[src/rtl/mbg_pkg.sv]
package mbg_pkg;

  typedef enum logic [1:0] {
    OP_LOAD  = 2'd0,
    OP_STORE = 2'd1,
    OP_FENCE = 2'd2,
    OP_SYNC  = 2'd3
  } op_kind_e;

  typedef enum logic [1:0] {
    FK_FULL  = 2'd0,
    FK_WRITE = 2'd1,
    FK_MASK  = 2'd2,
    FK_FULLX = 2'd3
  } fence_kind_e;

  // Ordering bits: earlier class -> later class. Cast from the 4-bit mask
  // gives ll = bit 0, ls = bit 1, sl = bit 2, ss = bit 3.
  typedef struct packed {
    logic ss;
    logic sl;
    logic ls;
    logic ll;
  } order_t;

  function automatic order_t fence_decode(input fence_kind_e k, input logic [3:0] m);
    order_t o;
    case (k)
      FK_WRITE: o = order_t'(4'b1000);
      FK_MASK:  o = order_t'(m);
      default:  o = order_t'(4'b1111);
    endcase
    return o;
  endfunction

  function automatic logic blocks_load(input order_t o);
    return o.ll | o.sl;
  endfunction

  function automatic logic blocks_store(input order_t o);
    return o.ls | o.ss;
  endfunction

  function automatic logic order_sat(input order_t o, input logic ld_zero,
                                     input logic st_zero);
    logic need_ld, need_st;
    need_ld = o.ll | o.ls;
    need_st = o.sl | o.ss;
    return (!need_ld || ld_zero) && (!need_st || st_zero);
  endfunction

endpackage

[src/rtl/mbg_outstanding_ctr.sv]
module mbg_outstanding_ctr #(
  parameter int W = 4
) (
  input  logic         clk,
  input  logic         rst_n,
  input  logic         inc,
  input  logic         dec,
  output logic [W-1:0] cnt,
  output logic         at_max,
  output logic         is_zero
);
  localparam logic [W-1:0] ONE  = {{(W-1){1'b0}}, 1'b1};
  localparam logic [W-1:0] CMAX = '1;

  logic dec_eff;

  assign is_zero = (cnt == '0);
  assign at_max  = (cnt == CMAX);
  assign dec_eff = dec && !is_zero;

  always_ff @(posedge clk) begin
    if (!rst_n) begin
      cnt <= '0;
    end else if (inc && !dec_eff) begin
      cnt <= cnt + ONE;
    end else if (dec_eff && !inc) begin
      cnt <= cnt - ONE;
    end
  end

  assert_no_overflow_R10: assert property (@(posedge clk) disable iff (!rst_n)
    at_max |-> !inc);

  assert_steady_R2: assert property (@(posedge clk) disable iff (!rst_n)
    (!inc && !dec) |=> $stable(cnt));

  assert_zero_floor_R11: assert property (@(posedge clk) disable iff (!rst_n)
    (is_zero && !inc) |=> (cnt == '0));

endmodule

[src/rtl/mbg_fence_tracker.sv]
module mbg_fence_tracker
  import mbg_pkg::*;
(
  input  logic   clk,
  input  logic   rst_n,
  input  logic   fence_fire,
  input  order_t new_ord,
  input  logic   ld_zero,
  input  logic   st_zero,
  output logic   ld_hold,
  output logic   st_hold,
  output logic   fence_hold
);
  logic   pend;
  order_t ord;
  logic   sat_cur, sat_new, active;

  always_comb begin
    sat_cur    = order_sat(ord, ld_zero, st_zero);
    sat_new    = order_sat(new_ord, ld_zero, st_zero);
    active     = pend && !sat_cur;
    ld_hold    = active && blocks_load(ord);
    st_hold    = active && blocks_store(ord);
    fence_hold = active;
  end

  always_ff @(posedge clk) begin
    if (!rst_n) begin
      pend <= 1'b0;
      ord  <= '0;
    end else if (fence_fire) begin
      ord  <= new_ord;
      pend <= !sat_new;
    end else if (pend && sat_cur) begin
      pend <= 1'b0;
    end
  end

  assert_single_fence_R8: assert property (@(posedge clk) disable iff (!rst_n)
    active |-> !fence_fire);

  assert_fence_kept_R3: assert property (@(posedge clk) disable iff (!rst_n)
    (active && !fence_fire) |=> pend);

endmodule

[src/rtl/mbg_issue_gate.sv]
module mbg_issue_gate
  import mbg_pkg::*;
#(
  parameter int CNT_W = 4
) (
  input  logic       clk,
  input  logic       rst_n,
  input  logic       op_valid,
  input  logic [1:0] op_kind,
  input  logic [1:0] fence_kind,
  input  logic [3:0] fence_mask,
  output logic       op_ready,
  output logic       mem_ld_issue,
  output logic       mem_st_issue,
  output logic       mem_sync_issue,
  input  logic       ld_done,
  input  logic       st_done,
  input  logic       sync_done
);
  localparam int NCLS = 2;  // class 0 loads, class 1 stores

  op_kind_e   kind;
  logic       fire, fence_fire;
  logic       sync_busy;
  logic       ld_hold, st_hold, fence_hold;
  logic [NCLS-1:0] cls_inc, cls_dec, cls_max, cls_zero;
  logic [CNT_W-1:0] cls_cnt [NCLS];
  order_t     new_ord;

  assign kind = op_kind_e'(op_kind);

  always_comb begin
    op_ready = 1'b0;
    if (!sync_busy) begin
      case (kind)
        OP_LOAD:  op_ready = !ld_hold && !cls_max[0];
        OP_STORE: op_ready = !st_hold && !cls_max[1];
        OP_FENCE: op_ready = !fence_hold;
        OP_SYNC:  op_ready = !fence_hold && cls_zero[0] && cls_zero[1];
        default:  op_ready = 1'b0;
      endcase
    end
  end

  assign fire           = op_valid && op_ready;
  assign mem_ld_issue   = fire && (kind == OP_LOAD);
  assign mem_st_issue   = fire && (kind == OP_STORE);
  assign mem_sync_issue = fire && (kind == OP_SYNC);
  assign fence_fire     = fire && (kind == OP_FENCE);
  assign new_ord        = fence_decode(fence_kind_e'(fence_kind), fence_mask);

  assign cls_inc = {mem_st_issue, mem_ld_issue};
  assign cls_dec = {st_done, ld_done};

  for (genvar c = 0; c < NCLS; c++) begin : g_cls
    mbg_outstanding_ctr #(.W(CNT_W)) u_ctr (
      .clk     (clk),
      .rst_n   (rst_n),
      .inc     (cls_inc[c]),
      .dec     (cls_dec[c]),
      .cnt     (cls_cnt[c]),
      .at_max  (cls_max[c]),
      .is_zero (cls_zero[c])
    );
  end

  mbg_fence_tracker u_fence (
    .clk        (clk),
    .rst_n      (rst_n),
    .fence_fire (fence_fire),
    .new_ord    (new_ord),
    .ld_zero    (cls_zero[0]),
    .st_zero    (cls_zero[1]),
    .ld_hold    (ld_hold),
    .st_hold    (st_hold),
    .fence_hold (fence_hold)
  );

  always_ff @(posedge clk) begin
    if (!rst_n) begin
      sync_busy <= 1'b0;
    end else if (mem_sync_issue) begin
      sync_busy <= 1'b1;
    end else if (sync_done) begin
      sync_busy <= 1'b0;
    end
  end

  assert_sync_drained_R9: assert property (@(posedge clk) disable iff (!rst_n)
    mem_sync_issue |-> (cls_cnt[0] == '0) && (cls_cnt[1] == '0));

  assert_sync_blocks_R9: assert property (@(posedge clk) disable iff (!rst_n)
    sync_busy |-> !(mem_ld_issue || mem_st_issue || mem_sync_issue));

  assert_one_issue_R12: assert property (@(posedge clk) disable iff (!rst_n)
    $onehot0({mem_ld_issue, mem_st_issue, mem_sync_issue}));

  assert_load_gated_R5: assert property (@(posedge clk) disable iff (!rst_n)
    ld_hold |-> !mem_ld_issue);

  assert_store_gated_R5: assert property (@(posedge clk) disable iff (!rst_n)
    st_hold |-> !mem_st_issue);

  assert_sync_busy_set_R9: assert property (@(posedge clk) disable iff (!rst_n)
    mem_sync_issue |=> sync_busy);

endmodule

[config.mk]
export PLATFORM = sky130hd
export DESIGN_NAME = mbg_issue_gate
export DESIGN_NICKNAME = d
export VERILOG_FILES = /design/src/rtl/mbg_pkg.sv /design/src/rtl/mbg_outstanding_ctr.sv /design/src/rtl/mbg_fence_tracker.sv /design/src/rtl/mbg_issue_gate.sv
export SDC_FILE = /design/constraint.sdc
export NUM_CORES = 1
export LEC_CHECK = 0
export ABC_AREA = 1
export CORE_MARGIN = 5
export CORE_UTILIZATION = 45
export CTS_CLUSTER_DIAMETER = 40
export DETAILED_ROUTE_END_ITERATION = 16
export DONT_BUFFER_PORTS = 1
export PLACE_DENSITY = 0.59
export SETUP_SLACK_MARGIN = 0.4
export SYNTH_ARGS = -nofsm -noshare
export SYNTH_HDL_FRONTEND = slang
export SYNTH_HIERARCHICAL = 1
export SYNTH_SLANG_ARGS = --single-unit
[constraint.sdc]
create_clock -name clk -period 3.34 [get_ports clk]
set_clock_uncertainty 0.1 [all_clocks]
set_input_delay 0.167 -clock clk [delete_from_list [all_inputs] [get_ports clk]]
set_output_delay 0.167 -clock clk [all_outputs]
set_load 0.05 [all_outputs]
==> summary.md, run 1 <==
| Metric | Value |
|---|---|
| Die ar. | 0.003399 sq mm |
| Area Growth Syn to Fin | 25.63% |
| Leading area contributor after synthesis | dfxtp_1 |
| CP delay by family, top | simple AND/OR/NAND/NOR gates |
| Reg-to-reg startpoint | g_cls[1].u_ctr/cnt[0] |
| Worst VDD drop | about 0.44 mV |
| Iteration-0 DRC Markers | 20 |
| Worst hold stages | 4 |
| Status | finished, final reports clean |
| Critical path depth | 23 |
| Placed cell area | between 0.001 and 0.0015 sq mm |
| Slew headroom | between 60 and 70% |
| # IOs | 18 |
| Fin util | around three fifths |
| Starting density of the core | around 47% |
| Port bufs | 0 |
| Endpoints failing setup | 0 |
| Clock sink total | 14 |
| Fmax | 365.7 MHz |
| PwrDens | approximately 740 mW/mm^2 |
| Die W | ~58 microns |
| Diode count | 0 |
| Core Area | between 0.002 and 0.0025 sq mm |
| Cell Rows | 17 |
| Clock transition at path regs | around 80 ps |
| Warnings, synthesis | 6 |
| FF-to-FF path depth | 23 |
| Leak | approximately 0.7 nW |
| Cell Area, Synth | 0.001050 sq mm |
| Cell Chain, Critical Path | inv_4, nand4_1, inv_1, inv_2, o21ai_1, nand2_1, nand2_2, nor2_1, inv_1, nand2_1, nand2_1, nand2_2, nor2_4, nand2_2, nor3_4, ha_2, inv_4, ha_4, or2_1, nand3_1, nand3_1, nand2_1, inv_1 |
| Die Y | 58.30 microns |
| Max incr delay on CP | roughly 370 ps |
| Hpwl dp | approximately 1.7 mm |
| Layout cells sized above 1 | around 29% |
| Worst setup EP type | register |
| Synth top area share | between 20% and 30% |
| Cell variety after synth | 22 |
| Crit path max fanout | 4 |
| Ys async rst share | 0% |
| Ys flop type | dfxtp_1 |
| Measured slew at the worst slew-check pin | ~540 ps |
| Commonest cells after routing, fill and taps aside | 37 x nand2_1, 26 x inv_1, 16 x nor2_1, 16 x buf_4 |
| First-pass GRT wire length | ~3.8 mm |
| Post-synth EDFFs | 0 |
| Initial antenna violation count | 0 |
| # DRC | 0 |
| CP Class | reg2reg |
| Most used cell, CP | nand2_1 |
| Final worst path period need | 2735 ps |
| Max_cap viols | 0 |
| H-tree depth | 1 |
| Final WL | roughly 2.4 mm |
| Worst setup SP type | register |
| Mapped Avg Cell Area | between 6 and 7 sq um |
| R2R Path End | g_cls[1].u_ctr/cnt[3] |
| Worst EP required | 3420 ps |
| CP bufs+invs | 6 |
| Crit path DAT | approximately 2800 ps |
| Finished layout cell area | about 0.0013 sq mm |
| Mapped Cells | around 160 |
| Via count | 1014 |
| Clk_lat worst skew | 270 ps |
| Tcrit/Tclk final | between 80% and 90% |
| Nets@finish | about 210 |
| Routed length per instance | 11.15 microns |
| Setup TNS | 0 ps |
| Gr usage total | about 14% |
| Final Max Tran Viols | 0 |
| Largest net degree at the start of global routing | 12 |
| Register bit total from synthesis | 14 |
| Total congestion overflow | 0 |
| Worst-path cell with the longest stage delay | dfxtp_4 |
| DR pass1 iterations | 4 |
| Root buf cell | clkbuf_4 |
| Worst Hold Class | in2reg |
| Total CTS buffers | 3 |
| GPL Wtd Cong | 0.7337 |
| Vias in the first global route | between 900 and 1000 |
| TritonCTS clock tree | done |
| Top post-synthesis cells by area | dfxtp_1 27%, nand2_1 14%, inv_1 14%, ha_1 9.5%, o21ai_0 5.7% |
| Commonest non-fill, non-tap cell in the layout | nand2_1 |
| Sequential share of the synthesized area | around a quarter |
| Final Hold Viols | 0 |
| Unrepaired setup endpoints after global routing | no |
| ANT nets after route | 0 |
| DR vias/cell | between 4 and 5 |
| CP Capture Point | g_cls[1].u_ctr/cnt[3] |
| Mapped Nets | around 190 |
| Worst R2R Setup Slack | about 610 ps |
| Critical Path Source | g_cls[1].u_ctr/cnt[0] |
| Clock buffer depth | 2 |
[repair_timing]
action                     in CTS  in global routing
hold buffers                    2                  0
hold endpoints to repair       11                  0
gates resized for setup         0                 16
setup endpoints to repair       0                  6
setup buffers                   0                 13
[Yosys cell counts, types with 2 or more instances]
| cell type | instances |
|---|---|
| or2_1 | 2 |
| inv_1 | 39 |
| nand2_1 | 40 |
| nor4_1 | 2 |
| a21oi_1 | 10 |
| nand2_2 | 2 |
| ha_1 | 8 |
| xor2_1 | 2 |
| nand3_1 | 5 |
| dfxtp_1 | 14 |
| nor2_1 | 16 |
| o21ai_0 | 12 |
| nand4_1 | 2 |
| fa_1 | 2 |
[tightest hold or removal path: stages]
cell and delay, ps:
inv_1 50, a21oi_1 40, nand2_1 60, inv_1 30
[metal layers]
metal | track usage (%) | vias up | part of all wire, %
met4 | 5.960 | 0 | 0.51
met3 | 2.851 | 2 | 4.5
met2 | 23.13 | 14 | 47
li1 | - | 559 | -
met1 | 18.84 | 439 | 48
met5 | 0 | - | 0
[through the flow]
stage | worst slack, ps | total power, mW | hold WS, ps | std cells
2_1_floorplan | 67.03 | 0.6539 | 188.5 | 164
3_3_place_gp | 568.3 | 0.7318 | 192.1 | 195
3_5_place_dp | 519.4 | 0.7435 | 197.2 | 195
4_1_cts | 492.5 | 0.8459 | 10.85 | 200
5_1_grt | 339.3 | 1.085 | 23.18 | 213
6_report | 605.5 | 0.9758 | 20.18 | 213
[worst min path at each step]
stage | startpoint | end
finish | rst_n | g_cls[0].u_ctr/cnt[3]
floorplan | rst_n | sync_busy
global route | rst_n | g_cls[0].u_ctr/cnt[3]
CTS | rst_n | g_cls[0].u_ctr/cnt[3]
global placement | rst_n | sync_busy
detailed placement | rst_n | sync_busy
[sequential cells by signal, summed over array words and instances (netlist names)]
register	cells
g_cls.u_ctr/cnt	8
sync_busy	1
u_fence/pend	1
u_fence/ord	4
[power breakdown]
| group | switching (mW) | total, mW | internal [mW] |
|---|---|---|---|
| clock network | 0.0507 | 0.0924 | 0.0417 |
| logic | 0.334 | 0.607 | 0.273 |
| registers | 0.0437 | 0.277 | 0.233 |
| total | 0.428 | 0.976 | 0.547 |
[layout make-up]
| type | instances | area, sq um |
|---|---|---|
| clock buffer | 3 | 22.52 |
| fill | 229 | 893.4 |
| inverter | 39 | 157.7 |
| multi-input combinational | 111 | 666.9 |
| sequential | 14 | 296.5 |
| tap | 28 | 35.03 |
| timing repair buffer | 18 | 140.1 |
[logic make-up after synthesis]
| kind of cell | synth area share (%) |
|---|---|
| AOI/OAI and AO/OA | 13.59 |
| xor gates and xnor gates | 1.669 |
| adders and majority gates | 13.35 |
| buffers and inverters | 13.95 |
| DFF | 26.70 |
| and+or+nand+nor | 30.75 |
Power figures use the tool's default switching activity.
==> run 2: changes to the inputs <==
Settings changed: ABC_AREA 1 to 0, PLACE_DENSITY 0.59 to 0.61.
Clock period 3.34 ns to 2.4 ns, I/O delays scaled along.
==> run 2 against run 1 <==
The run now ends with setup timing left. Wire length grew 3.5%. Power grew 70%. Synthesized cell count shrank 33%. Register-to-register slack lost 860 ps. Maximum frequency grew 2.9%. Global-route usage grew 2.5 points. Design area grew 21%. Setup slack lost 860 ps. First-iteration DRC count shrank 65%. Critical endpoint unchanged. Largest cell class unchanged.
==> summary.md, run 2 <==
| Metric | Value |
|---|---|
| Fin util | ~74% |
| Final Hold Viols | 0 |
| Gr usage total | between 10% and 20% |
| Synth top area share | 28.57% |
| Max FFs per register | 8 |
| Ys async rst share | 0% |
| Register bit total from synthesis | 14 |
| Cell variety after synth | 35 |
| Die ar. | around 0.0032 sq mm |
| Hpwl dp | roughly 1.8 mm |
| Clock transition at path regs | around 90 ps |
| Worst-path cell with the longest stage delay | dfxtp_2 |
| Routed length per instance | ~14 microns |
| Warnings, synthesis | 6 |
| Commonest non-fill, non-tap cell in the layout | buf_4 |
| Most frequent cell after synthesis | dfxtp_1 |
| DR vias/cell | 5.149 |
| Cell Chain, Critical Path | nor4_4, nand2b_4, o32ai_4, o21a_1, nor4b_4, ha_4, inv_4, ha_4, a21oi_4, a211oi_2, a31oi_1, mux2i_1 |
| GRT met2 Usage | between 30% and 40% |
| Iteration-0 DRC Markers | 7 |
| Met3 Use GR | 5.517% |
| CP bufs+invs | 1 |
| Most used cell, CP | ha_4 |
| Tcrit/Tclk final | 110.7% |
| # IOs | 18 |
| FF-to-FF path depth | 12 |
| Leading area contributor after synthesis | dfxtp_1 |
| CP Class | reg2reg |
| Worst setup SP type | register |
| Seq pwr share | approximately 23% |
| Crit path max fanout | 4 |
| PwrDens | between 1000 and 1500 mW/mm^2 |
| Largest net degree at the start of global routing | 17 |
| Top post-synthesis cells by area | dfxtp_1 29%, ha_1 10%, mux2i_1 8.2%, nor2b_1 4.5%, fa_1 4.1% |
| Diode count | 0 |
| Max incr delay on CP | ~340 ps |
| Ys flop type | dfxtp_1 |
| CP delay by family, top | simple AND/OR/NAND/NOR gates |
| Total CTS buffers | 3 |
| Failing checks | setup timing |
| Crit path DAT | 2760 ps |
| Top reg by flops | g_cls.u_ctr/cnt |
| Cell Rows | 17 |
| Placed Instances | between 150 and 200 |
| Commonest cells after routing, fill and taps aside | 24 x buf_4, 12 x dfxtp_1, 8 x mux2i_1 |
| Top cells by count, synth | 14 x dfxtp_1, 8 x ha_1, 8 x mux2i_1 |
| Nets@finish | ~170 |
| GPL Wtd Cong | about 0.76 |
| TritonCTS clock tree | done |
| Worst VDD drop | roughly 0.62 mV |
| Mapped Avg Cell Area | approximately 9 sq um |
| Mapped Nets | between 100 and 150 |
| Root buf cell | clkbuf_4 |
| Via count | approximately 900 |
| Clock network fraction of design power | under 10% |
| Unrepaired setup endpoints after global routing | yes |
| Final Max Tran Viols | 0 |
| Clk_lat worst skew | 270 ps |
| Die W | between 50 and 60 microns |
| Sequential share of the synthesized area | between 20% and 30% |
| Post-synth EDFFs | 0 |
| # DRC | 0 |
| Port bufs | 0 |
| Setup slack after layout | -257.7 ps |
| Final worst path period need | around 2700 ps |
| Cell Int Power | between 1 and 1.5 mW |
| Cell Area, Synth | around 980 sq um |
| Worst EP required | 2500 ps |
| Endpoints failing setup | 6 |
| H-tree depth | 1 |
| Max_cap viols | 0 |
| Worst Hold Class | in2reg |
| Worst hold stages | 3 |
| Status | finished, violations left |
| Measured slew at the worst slew-check pin | around 530 ps |
| Switch Pwr | between 0.6 and 0.7 mW |
| Global routing's busiest layer | met2 |
| Finished layout cell area | roughly 0.0016 sq mm |
| Leak | about 0.64 nW |
| Final std cells w/o fill | between 150 and 200 |
| Total congestion overflow | 0 |
| Biggest regs | g_cls.u_ctr/cnt x8, u_fence/ord x4 |
| Initial antenna violation count | 0 |
| Core Area | ~0.0021 sq mm |
| Mapped Cells | 110 |
| Sw frac | slightly below 40% |
| Clock sink total | 14 |
| Fmax | 376.3 MHz |
| Pre-CTS setup slack | -324.5 ps |
| Placed cell area | roughly 0.0013 sq mm |
| Vias in the first global route | between 900 and 1000 |
| Die Y | about 57 microns |
| Final total power | approximately 1.7 mW |
| DR pass1 iterations | 4 |
| Combinational power share | 68.9% |
| Clock buffer depth | 2 |
| Slew headroom | 64.76% |
| Final WL | between 2 and 2.5 mm |
| Area Growth Syn to Fin | 62.63% |
| First-pass GRT wire length | between 4 and 5 mm |
| Worst setup EP type | register |
| Starting density of the core | between 40% and 50% |
| Critical path depth | 12 |
| Met1 usage | between 10% and 20% |
| ANT nets after route | 0 |
| Layout cells sized above 1 | 47.26% |
-- run 2: cell count changes after synthesis, sizes merged, moves of 3 or more --
cell	previous run	this run
mux2i	0	8
nand3	6	2
o21ai	13	6
xnor2	0	4
a21oi	11	2
o21a	0	3
or2	3	0
inv	39	6
nor2b	0	8
nand2	42	7
and2	0	4
and4	0	3
nand2b	0	5
nor2	17	7
-- run 2: final timing paths --
kind                                       startpoint  slack [ps]               endpoint
worst max-delay path            g_cls[1].u_ctr/cnt[3]        -260  g_cls[1].u_ctr/cnt[3]
worst max register to register  g_cls[1].u_ctr/cnt[3]        -260  g_cls[1].u_ctr/cnt[3]
worst min register to register  g_cls[0].u_ctr/cnt[3]         450  g_cls[0].u_ctr/cnt[3]
worst min-delay path                    fence_mask[3]         100         u_fence/ord[3]
-- run 2: kinds of logic after synthesis --
group / synth area share [%]
multiplexers: 8.164
adder cells (fa/ha/maj): 14.29
XOR/XNOR: 3.571
buffers and inverters: 3.826
AO/OA/AOI/OAI: 15.31
AND/OR/NAND/NOR: 26.28
flip-flops: 28.57
-- run 2: power groups by stage --
| stage | combinational, mW | clock [mW] | sequential (mW) |
|---|---|---|---|
| 2_1_floorplan | 0.617 | 0 | 0.413 |
| 3_3_place_gp | 0.902 | 0 | 0.378 |
| 3_5_place_dp | 0.927 | 0 | 0.380 |
| 4_1_cts | 1.09 | 0.147 | 0.377 |
| 5_1_grt | 1.25 | 0.158 | 0.384 |
| 6_report | 1.14 | 0.138 | 0.376 |
-- run 2: area by class of cell --
| type | instances | area [sq um] |
|---|---|---|
| fillers | 151 | 553.0 |
| clock buffers | 4 | 26.28 |
| repair buffers | 35 | 312.8 |
| multi-input cells | 87 | 905.9 |
| well taps | 28 | 35.03 |
| inverters | 6 | 30.03 |
| flip-flops and latches | 14 | 285.3 |
-- run 2: per-layer routing --
layer,wire [microns],share of wire [%]
met1,1004,41
met2,1291,53
met3,148,6.0
met4,13,0.53
met5,0,0
-- run 2: stage by stage --
step | TNS [ps] | hold slack (ps)
4_1_cts | -899.1 | 81.22
6_report | -1068 | 95.72
2_1_floorplan | -5078 | 137.5
3_3_place_gp | -894.7 | 141.9
3_5_place_dp | -1145 | 146.6
5_1_grt | -1998 | 118.4
-- run 2: timing repair --
item / CTS / global route
buffers inserted: 6 / 3
pin swaps: 10 / 5
setup endpoints to repair: 17 / 18
resized for setup: 26 / 5
endpoints found under the hold margin: 14 / 0
hold buffers: 2 / 0
-- run 2: worst min-delay path, delay by kind of cell --
kind / cells / cell delay (ps)
multiplexers: 1 / 70
AO/OA/AOI/OAI: 1 / 120
AND/OR/NAND/NOR: 1 / 110
